File: config.mk
export PLATFORM = sky130hd
export DESIGN_NAME = wdt_guard
export DESIGN_NICKNAME = d
export VERILOG_FILES = /design/src/rtl/wdt_pkg.sv /design/src/rtl/wdt_unlock.sv /design/src/rtl/wdt_timer.sv /design/src/rtl/wdt_ctrl_reg.sv /design/src/rtl/wdt_guard.sv
export SDC_FILE = /design/constraint.sdc
export NUM_CORES = 1
export LEC_CHECK = 0
export BUFFER_PORTS_ARGS = -buffer_cell sky130_fd_sc_hd__buf_2
export CAP_MARGIN = 25
export CORE_AREA = 3 3 64 96
export DETAILED_ROUTE_END_ITERATION = 8
export DIE_AREA = 0 0 67 99
export GPL_ROUTABILITY_DRIVEN = 0
export PLACE_DENSITY = 0.83
export RECOVER_POWER = 100
export SETUP_SLACK_MARGIN = 0.1
export SYNTH_ARGS = -nofsm -noshare
export SYNTH_HDL_FRONTEND = slang
export SYNTH_HIERARCHICAL = 1
export SYNTH_SLANG_ARGS = --single-unit
File: constraint.sdc
create_clock -name clk -period 2.74 [get_ports clk]
set_input_delay 0.548 -clock clk [delete_from_list [all_inputs] [get_ports clk]]
set_output_delay 0.548 -clock clk [all_outputs]
set_load 0.02 [all_outputs]
File: src/rtl/wdt_pkg.sv
package wdt_pkg;

    typedef enum logic [1:0] {
        TM_COUNT = 2'd0,
        TM_GRACE = 2'd1,
        TM_FIRE  = 2'd2
    } tm_state_e;

    typedef enum logic [1:0] {
        UL_LOCKED = 2'd0,
        UL_ARMED  = 2'd1,
        UL_OPEN   = 2'd2
    } ul_state_e;

    localparam int BIT_BAUD    = 7;
    localparam int BIT_PORF    = 6;
    localparam int BIT_TOF     = 3;
    localparam int BIT_WRF     = 2;
    localparam int BIT_REN     = 1;
    localparam int BIT_RESTART = 0;

endpackage

File: src/rtl/wdt_unlock.sv
module wdt_unlock #(
    parameter int          AW       = 8,
    parameter int          DW       = 8,
    parameter logic [AW-1:0] KEY_ADDR  = 8'hC7,
    parameter logic [AW-1:0] CTRL_ADDR = 8'hD8,
    parameter logic [DW-1:0] KEY_FIRST  = 8'hAA,
    parameter logic [DW-1:0] KEY_SECOND = 8'h55,
    parameter int          WIN      = 3
) (
    input  logic          clk,
    input  logic          rst_n,
    input  logic          relock,
    input  logic          wr,
    input  logic [AW-1:0] addr,
    input  logic [DW-1:0] wdata,
    output logic          open_o
);
    import wdt_pkg::*;

    localparam int WCW = (WIN > 1) ? $clog2(WIN) : 1;

    ul_state_e       st, st_n;
    logic [WCW-1:0]  win, win_n;
    logic            key_wr, ctrl_wr;

    assign key_wr  = wr && (addr == KEY_ADDR);
    assign ctrl_wr = wr && (addr == CTRL_ADDR);

    // state register
    always_ff @(posedge clk or negedge rst_n) begin
        if (!rst_n) begin
            st  <= UL_LOCKED;
            win <= '0;
        end else begin
            st  <= st_n;
            win <= win_n;
        end
    end

    // next state
    always_comb begin
        st_n  = st;
        win_n = win;
        unique case (st)
            UL_LOCKED: begin
                if (key_wr && wdata == KEY_FIRST)
                    st_n = UL_ARMED;
            end
            UL_ARMED: begin
                if (key_wr && wdata == KEY_SECOND) begin
                    st_n  = UL_OPEN;
                    win_n = '0;
                end else if (key_wr && wdata == KEY_FIRST) begin
                    st_n = UL_ARMED;
                end else begin
                    st_n = UL_LOCKED;
                end
            end
            UL_OPEN: begin
                if (ctrl_wr)
                    st_n = UL_LOCKED;
                else if (key_wr)
                    st_n = (wdata == KEY_FIRST) ? UL_ARMED : UL_LOCKED;
                else if (win == WCW'(WIN - 1))
                    st_n = UL_LOCKED;
                else
                    win_n = win + WCW'(1);
            end
            default: st_n = UL_LOCKED;
        endcase
        if (relock)
            st_n = UL_LOCKED;
    end

    // outputs
    always_comb begin
        open_o = (st == UL_OPEN);
    end

endmodule

File: src/rtl/wdt_timer.sv
module wdt_timer #(
    parameter int BASE_EXP = 17,
    parameter int STEP_EXP = 3,
    parameter int GRACE    = 512
) (
    input  logic       clk,
    input  logic       rst_n,
    input  logic [1:0] sel,
    input  logic       restart,
    input  logic       reset_en,
    output logic       expire,
    output logic       fire
);
    import wdt_pkg::*;

    localparam int NSEL = 4;
    localparam int CW   = BASE_EXP + STEP_EXP * (NSEL - 1) + 1;
    localparam int GW   = (GRACE > 1) ? $clog2(GRACE) : 1;

    tm_state_e      st, st_n;
    logic [CW-1:0]  cnt, cnt_n;
    logic [GW-1:0]  gcnt, gcnt_n;
    logic [CW-1:0]  lim_tab [NSEL];
    logic [CW-1:0]  lim;
    logic           at_limit;

    generate
        for (genvar g = 0; g < NSEL; g++) begin : g_lim
            assign lim_tab[g] = (CW'(1) << (BASE_EXP + STEP_EXP * g)) - CW'(1);
        end
    endgenerate

    assign lim      = lim_tab[sel];
    assign at_limit = (cnt >= lim);

    // state register
    always_ff @(posedge clk or negedge rst_n) begin
        if (!rst_n) begin
            st   <= TM_COUNT;
            cnt  <= '0;
            gcnt <= '0;
        end else begin
            st   <= st_n;
            cnt  <= cnt_n;
            gcnt <= gcnt_n;
        end
    end

    // next state
    always_comb begin
        st_n   = st;
        cnt_n  = cnt;
        gcnt_n = gcnt;
        unique case (st)
            TM_COUNT: begin
                if (restart) begin
                    cnt_n = '0;
                end else if (at_limit) begin
                    st_n   = TM_GRACE;
                    cnt_n  = '0;
                    gcnt_n = '0;
                end else begin
                    cnt_n = cnt + CW'(1);
                end
            end
            TM_GRACE: begin
                if (restart) begin
                    st_n  = TM_COUNT;
                    cnt_n = '0;
                end else if (gcnt == GW'(GRACE - 1)) begin
                    st_n  = reset_en ? TM_FIRE : TM_COUNT;
                    cnt_n = '0;
                end else begin
                    gcnt_n = gcnt + GW'(1);
                end
            end
            TM_FIRE: begin
                st_n  = TM_COUNT;
                cnt_n = '0;
            end
            default: begin
                st_n  = TM_COUNT;
                cnt_n = '0;
            end
        endcase
    end

    // outputs
    always_comb begin
        expire = (st == TM_COUNT) && !restart && at_limit;
        fire   = (st == TM_FIRE);
    end

endmodule

File: src/rtl/wdt_ctrl_reg.sv
module wdt_ctrl_reg (
    input  logic       clk,
    input  logic       por_n,
    input  logic       rst_any_n,
    input  logic       wr_ctrl,
    input  logic       unlocked,
    input  logic [7:0] wdata,
    input  logic       expire,
    input  logic       fire,
    output logic       restart,
    output logic       baud,
    output logic       por_flag,
    output logic       tof,
    output logic       wrf,
    output logic       ren,
    output logic [7:0] byte_o
);
    import wdt_pkg::*;

    logic prot_wr;

    assign prot_wr = wr_ctrl && unlocked;
    assign restart = prot_wr && wdata[BIT_RESTART];

    // bits cleared by any reset
    always_ff @(posedge clk or negedge rst_any_n) begin
        if (!rst_any_n) begin
            baud <= 1'b0;
            tof  <= 1'b0;
        end else if (fire) begin
            baud <= 1'b0;
            tof  <= 1'b0;
        end else begin
            if (wr_ctrl)
                baud <= wdata[BIT_BAUD];
            if (expire)
                tof <= 1'b1;
            else if (prot_wr)
                tof <= wdata[BIT_TOF];
        end
    end

    // bits touched only by power-on reset
    always_ff @(posedge clk or negedge por_n) begin
        if (!por_n) begin
            por_flag <= 1'b1;
            ren      <= 1'b0;
            wrf      <= 1'b0;
        end else begin
            if (prot_wr) begin
                por_flag <= wdata[BIT_PORF];
                ren      <= wdata[BIT_REN];
            end
            if (fire && ren)
                wrf <= 1'b1;
            else if (wr_ctrl)
                wrf <= wdata[BIT_WRF];
        end
    end

    always_comb begin
        byte_o = {baud, por_flag, 2'b00, tof, wrf, ren, 1'b0};
    end

endmodule

File: src/rtl/wdt_guard.sv
module wdt_guard #(
    parameter int          BASE_EXP   = 17,
    parameter int          STEP_EXP   = 3,
    parameter int          GRACE      = 512,
    parameter int          WIN        = 3,
    parameter logic [7:0]  CTRL_ADDR  = 8'hD8,
    parameter logic [7:0]  KEY_ADDR   = 8'hC7,
    parameter logic [7:0]  KEY_FIRST  = 8'hAA,
    parameter logic [7:0]  KEY_SECOND = 8'h55
) (
    input  logic       clk,
    input  logic       por_n,
    input  logic       ext_rst_n,
    input  logic [1:0] period_sel,
    input  logic       irq_en,
    input  logic       sfr_wr,
    input  logic [7:0] sfr_addr,
    input  logic [7:0] sfr_wdata,
    output logic [7:0] sfr_rdata,
    output logic       wdt_irq,
    output logic       wdt_rst
);
    logic       rst_any_n;
    logic       ta_open;
    logic       restart, expire, fire;
    logic       baud, por_flag, tof, wrf, ren;
    logic       wr_ctrl;
    logic [7:0] ctrl_byte;

    assign rst_any_n = por_n & ext_rst_n;
    assign wr_ctrl   = sfr_wr && (sfr_addr == CTRL_ADDR);

    wdt_unlock #(
        .AW(8), .DW(8),
        .KEY_ADDR(KEY_ADDR), .CTRL_ADDR(CTRL_ADDR),
        .KEY_FIRST(KEY_FIRST), .KEY_SECOND(KEY_SECOND),
        .WIN(WIN)
    ) u_unlock (
        .clk    (clk),
        .rst_n  (rst_any_n),
        .relock (fire),
        .wr     (sfr_wr),
        .addr   (sfr_addr),
        .wdata  (sfr_wdata),
        .open_o (ta_open)
    );

    wdt_timer #(
        .BASE_EXP(BASE_EXP), .STEP_EXP(STEP_EXP), .GRACE(GRACE)
    ) u_timer (
        .clk      (clk),
        .rst_n    (rst_any_n),
        .sel      (period_sel),
        .restart  (restart),
        .reset_en (ren),
        .expire   (expire),
        .fire     (fire)
    );

    wdt_ctrl_reg u_reg (
        .clk       (clk),
        .por_n     (por_n),
        .rst_any_n (rst_any_n),
        .wr_ctrl   (wr_ctrl),
        .unlocked  (ta_open),
        .wdata     (sfr_wdata),
        .expire    (expire),
        .fire      (fire),
        .restart   (restart),
        .baud      (baud),
        .por_flag  (por_flag),
        .tof       (tof),
        .wrf       (wrf),
        .ren       (ren),
        .byte_o    (ctrl_byte)
    );

    always_comb begin
        sfr_rdata = (sfr_addr == CTRL_ADDR) ? ctrl_byte : 8'h00;
        wdt_irq   = tof & irq_en;
        wdt_rst   = fire;
    end

endmodule

==> flow_metrics.tcl, run 1 <==
set metrics [dict create \
    outcome "complete, but fails checks" \
    violations "capacitance limit, slew limit" \
    dp_slack_ns -0.0672 \
    min_period_ns 2.55 \
    clock-root-buffer "clkbuf_8" \
    portBuffers 29 \
    p_leak_nw 1.61 \
    utilization_pct 65.1 \
    vias_per_cell 6.08 \
    synth_cells 358 \
    cellPowerDensity_nw_per_um2 417 \
    synth_edf_count 0 \
    antenna_cells 0 \
    grt_pass1_vias 2714 \
    ctsHtreeMaxLevel 2 \
    io_pins 33 \
    pwr-share-clk_pct 40.5 \
    startpoint "period_sel[1]" \
    worstSetupPathType "input pin to flip-flop" \
    seq_area_um2 1180 \
    drt_wl_total_um 7130 \
    hold_viol 0 \
    dp_hpwl_um 5280 \
    holdBufCountCts 0 \
    holdWs_ns 0.0435 \
    p_switching_uw 341 \
    drv_slew 28 \
    antenna_found_initial 0 \
    critPathCaptureType "flip-flop" \
    final-setup-viol-count 0 \
    reg2reg_from "u_timer/cnt[25]" \
    area_growth_syn_to_layout_pct 11.6 \
    gr-total-overflow 0 \
    slew_headroom_pct -19.3 \
    synthArstFlopShare_pct 100 \
    ff2ff_path_depth 8 \
    cp-start-kind "input pin" \
    cp.arrival_ns 2.72 \
    cts_sinks 47 \
    drive_above_1_share_pct 18.0 \
    ys_types 62 \
    yosysWarnings 6 \
    p_sw_share_pct 23.1 \
    internal-power_mw 1.14 \
    yosysSeqAreaShare_pct 37.0 \
    drv_cap 1 \
    numCtsBuffers 5 \
    rows 33 \
    avgSynthCellArea_um2 8.88 \
    cts_tree "done" \
    finClkSkew_ns 0.00967 \
    drt_iter0_drc 136 \
    dr.pass1.iters 4 \
    clock_latency_ns 0.30 \
    drtAntennaViolNets 0 \
    final_cell_mix "46 x dfrtp_1, 40 x nand2_1, 40 x nand3_1" \
    die_w_um 67 \
    drcViolationCount 0 \
    grtUsageTotal_pct 23.2 \
    final_nets 434 \
    hp-class "input pin to async pin" \
    die_h_um 99 \
    rsz0062_at_grt "true" \
    final.fill_count 446 \
    final_area_um2 3550 \
    final_common_cell "dfrtp_1" \
    syn_area_um2 3180 \
    multi_input_area_um2 1800 \
    initial_core_util_pct 58.3 \
    fin_crit_sh_pct 93.2 \
    worstMarginPinSlew_ns 1.79 \
    p_total_mw 1.48 \
    max-vdd-ir-drop_v 0.000338 \
    p_seq_share_pct 48.0 \
    grt_max_degree 28 \
    pwr-share-comb_pct 11.5 \
    cp.required_ns 2.90 \
    postCtsSetupRepairBufs 0 \
    synth_ff_type "dfrtp_1" \
    placed_area_um2 3450 \
    grt_first_pass_wirelength_um 12200 \
    die-area_um2 6630 \
    ys_ff_latch 47 \
    wl_per_cell_um 15.3 \
    fin_ws_ns 0.185 \
    critPathMaxFanout 4 \
    vias 2827 \
    fmax_ghz 0.391 \
    ctsLongestPathBuffers 2 \
    clk_pin_slew_ns 0.09 \
    coreArea_um2 5450 \
]
-- Yosys cell counts (all sizes together), types with 5 or more instances --
master / n / area share (%)
and3: 11 / 2.2
nor3: 27 / 6.2
or2: 5 / 0.98
dfrtp: 46 / 36
or3: 11 / 2.3
ha: 17 / 6.7
nand3: 40 / 6.3
buf: 15 / 3.2
o21ai: 20 / 3.1
nand2: 40 / 4.8
a21o: 6 / 1.4
nor2b: 5 / 0.98
clkbuf: 6 / 0.71
nor2: 10 / 1.3
nand2b: 5 / 0.98
inv: 23 / 2.7
o311ai: 8 / 2.8
-- final cells by class --
type                    instances  area share [%]
clock buffers                   5            1.94
clock inverters                 3            1.90
inverters                      23            2.43
multi-input cells             269            50.7
flip-flops and latches         47            33.2
well taps                      70            2.47
repair buffers                 48            7.40
-- power groups by stage --
stage | Sequential [mW] | Combinational (mW) | Clock [mW]
global placement | 0.724 | 0.171 | 0
floorplan | 0.723 | 0.133 | 0
CTS | 0.711 | 0.183 | 0.611
finish | 0.711 | 0.171 | 0.599
global route | 0.713 | 0.193 | 0.642
detailed placement | 0.725 | 0.182 | 0
-- worst max-delay path: stages --
cell and delay, ns:
buf_2 0.10, nand2_1 0.10, ha_1 0.32, nand4b_1 0.14, or4_4 0.58, o311ai_4 0.38
clkbuf_1 0.19, nor3_1 0.07, o21ai_0 0.17, o21ai_0 0.13
-- kinds of logic (layout without fill, tap and decap cells) --
group,count (synthesis),after routing,share of synthesized area [%]
other,1,3,0.118
buffers and inverters,44,79,6.61
and+or+nand+nor,176,176,32.0
muxes,7,7,2.32
AOI/OAI and AO/OA,66,66,15.2
adders and majority gates,17,17,6.69
DFF,47,47,37.0
-- worst paths after layout --
path,to,slack (ns)
max in group asynchronous,u_timer/cnt[18],0.56
worst max-delay path,u_timer/cnt[11],0.19
worst min register to register,u_timer/gcnt[0],0.52
worst max register to register,u_timer/cnt[11],0.19
worst min-delay path,u_reg/wrf,0.04
min in group clk,u_reg/por_flag,0.50
-- metal layers --
metal  part of all wire [%]  global-route usage, %  vias up
met2                     53                   41.9       75
met1                     41                   26.9     1362
met3                    4.3                   3.53       12
li1                       -                      -     1378
met5                      0                      0        -
met4                    1.9                   8.13        0
-- per-stage QoR --
stage          std cells  setup TNS [ns]
2_1_floorplan        360               0
3_3_place_gp         457               0
3_5_place_dp         457          -0.387
4_1_cts              465               0
5_1_grt              465               0
6_report             465               0
-- state kept, by name, indices dropped and copies added (netlist names) --
| signal | flops |
|---|---|
| u_timer/cnt | 27 |
| u_timer/gcnt | 9 |
| u_timer/st | 2 |
| u_unlock/st | 2 |
| u_unlock/win | 2 |
| u_reg/baud | 1 |
| u_reg/por_flag | 1 |
| u_reg/ren | 1 |
| u_reg/tof | 1 |
| u_reg/wrf | 1 |
-- what timing repair did --
item,in CTS,in global routing
resized for setup,0,5
endpoints found under the setup margin,0,2
endpoints found under the hold margin,0,0
(Power assumes the default switching activity.)
==> run 2: changes to the inputs <==
==> constraint.sdc (replaced) <==
create_clock -name clk -period 2.74 [get_ports clk]
set_input_delay 0 -clock clk [delete_from_list [all_inputs] [get_ports clk]]
set_output_delay 0 -clock clk [all_outputs]
set_load 0.02 [all_outputs]
==> flow_metrics.tcl, run 2 (synthesized netlist as in run 1, its figures left out) <==
set metrics [dict create \
    pwr-share-comb_pct 12.8 \
    grtUsageTotal_pct 22.3 \
    clock_latency_ns 0.31 \
    drv_cap 0 \
    p_sw_share_pct 25.6 \
    regMostFlops "u_timer/cnt" \
    wl_per_cell_um 15.2 \
    cts_tree "done" \
    pwr-share-clk_pct 37.2 \
    critPathMaxFanout 15 \
    outcome "finished, final reports clean" \
    rrSetupSlack_ns 0.1 \
    stdcell_count 475 \
    fin_setup_tns_ns 0 \
    drt_wl_total_um 7230 \
    worstSetupPathType "flip-flop to flip-flop" \
    antenna_cells 0 \
    finClkSkew_ns 0.0121 \
    antenna_found_initial 0 \
    p_switching_uw 364 \
    ctsLongestPathBuffers 2 \
    crit_path_max_incr_delay_ns 0.58 \
    hp-class "input pin to flip-flop" \
    gr-total-overflow 0 \
    clk_pin_slew_ns 0.10 \
    top_regs "u_timer/cnt: 27 flops, u_timer/gcnt: 9 flops" \
    vias_per_cell 6.04 \
    internal-power_mw 1.06 \
    cp-start-kind "flip-flop" \
    die-area_um2 6630 \
    portBuffers 29 \
    final-setup-viol-count 0 \
    cp.required_ns 2.88 \
    worstMarginPinSlew_ns 1.21 \
    ctsHtreeMaxLevel 2 \
    io_pins 33 \
    largest_reg_flops 27 \
    max-vdd-ir-drop_v 0.000387 \
    fin_crit_sh_pct 96.4 \
    hold_viol 0 \
    final_nets 444 \
    critPathBufInv 2 \
    cellPowerDensity_nw_per_um2 386 \
    dr.pass1.iters 4 \
    wl_met1_um 3010 \
    drv_slew 0 \
    coreArea_um2 5450 \
    grt_first_pass_wirelength_um 11800 \
    clock-root-buffer "clkbuf_8" \
    vias 2871 \
    dp.cells 447 \
    final_cell_mix "42 x dfrtp_1, 40 x nand2_1, 40 x nand3_1" \
    drt_iter0_drc 135 \
    cpMaxStageDelayCell "or4_1" \
    area_growth_syn_to_layout_pct 16.0 \
    die_w_um 67 \
    cp_top_family "simple AND/OR/NAND/NOR gates" \
    die_h_um 99 \
    drtAntennaViolNets 0 \
    dp_hpwl_um 4880 \
    cts_sinks 47 \
    final_common_cell "dfrtp_1" \
    route.met3.wl_um 241 \
    p_seq_share_pct 50.0 \
    min_period_ns 2.64 \
    fmax_ghz 0.378 \
    rows 33 \
    drive_above_1_share_pct 20.5 \
    holdWs_ns 0.0185 \
    drcViolationCount 0 \
    initial_core_util_pct 58.3 \
    path_cells "ha_1, nand4_1, or4_1, o311ai_4, buf_6, nor2_4, buf_6, nand3_1, o311ai_0" \
    grt_pass1_vias 2772 \
    numCtsBuffers 5 \
    top_layer_used "met4" \
    grt_max_degree 45 \
    slew_headroom_pct 19.2 \
    dr_wl_met2_um 3900 \
    crit_path_frequent_cell "buf_6" \
    cp.arrival_ns 2.79 \
    p_leak_nw 1.66 \
    critPathCaptureType "flip-flop" \
]
## run 2: metrics by stage
stage | area, um2 | util [%] | setup slack, ns | power, mW
final | 3690 | 67.7 | 0.0980 | 1.42
after global routing | 3690 | 67.7 | -0.0390 | 1.49
after CTS | 3550 | 65.1 | 0.108 | 1.43
after detailed placement | 3380 | 62.1 | 0.111 | 0.903
after global placement | 3380 | 62.1 | 0.219 | 0.892
after floorplan | 3190 | - | 0.385 | 0.856
## run 2: timing repair
item                                    4_1_cts  5_1_grt
endpoints found under the hold margin         7       17
endpoints found under the setup margin        0       25
hold buffers                                  5        2
gates resized for setup                       0       11
setup buffers                                 0       12
## run 2: final cells by class
class	instances	area [um2]
Inverter	23	86.3
Timing Repair Buffer	58	403
Multi-Input combinational cell	269	1810
Clock inverter	3	46.3
Fill cell	445	1760
Clock buffer	5	68.8
Sequential cell	47	1180
Tap cell	70	87.6
## run 2: per-layer routing
metal	vias up	track usage (%)
met5	-	0
met2	69	41.4
met4	0	7.50
met3	9	3.53
li1	1401	-
met1	1392	24.6
## run 2: tightest hold or removal path, delay by kind of cell
kind | cells | cell delay, ns
and+or+nand+nor | 1 | 0.08
buffers and inverters | 1 | 0.12
AOI/OAI and AO/OA | 1 | 0.09
## run 2: final timing paths
check / cells after the start / start / endpoint
max: 9 / u_timer/cnt[22] / u_timer/cnt[2]
min: 3 / sfr_wdata[3] / u_reg/tof
max reg2reg: 9 / u_timer/cnt[22] / u_timer/cnt[2]
min reg2reg: 1 / u_timer/gcnt[0] / u_timer/gcnt[0]
max in group asynchronous: 4 / por_n / u_timer/cnt[20]
min in group asynchronous: 3 / ext_rst_n / u_timer/cnt[23]
## run 2: power by group through the flow
stage / registers, mW / clock network, mW / logic (mW)
2_1_floorplan: 0.723 / 0 / 0.133
3_3_place_gp: 0.724 / 0 / 0.168
3_5_place_dp: 0.725 / 0 / 0.178
4_1_cts: 0.711 / 0.539 / 0.183
5_1_grt: 0.713 / 0.574 / 0.205
6_report: 0.711 / 0.529 / 0.182
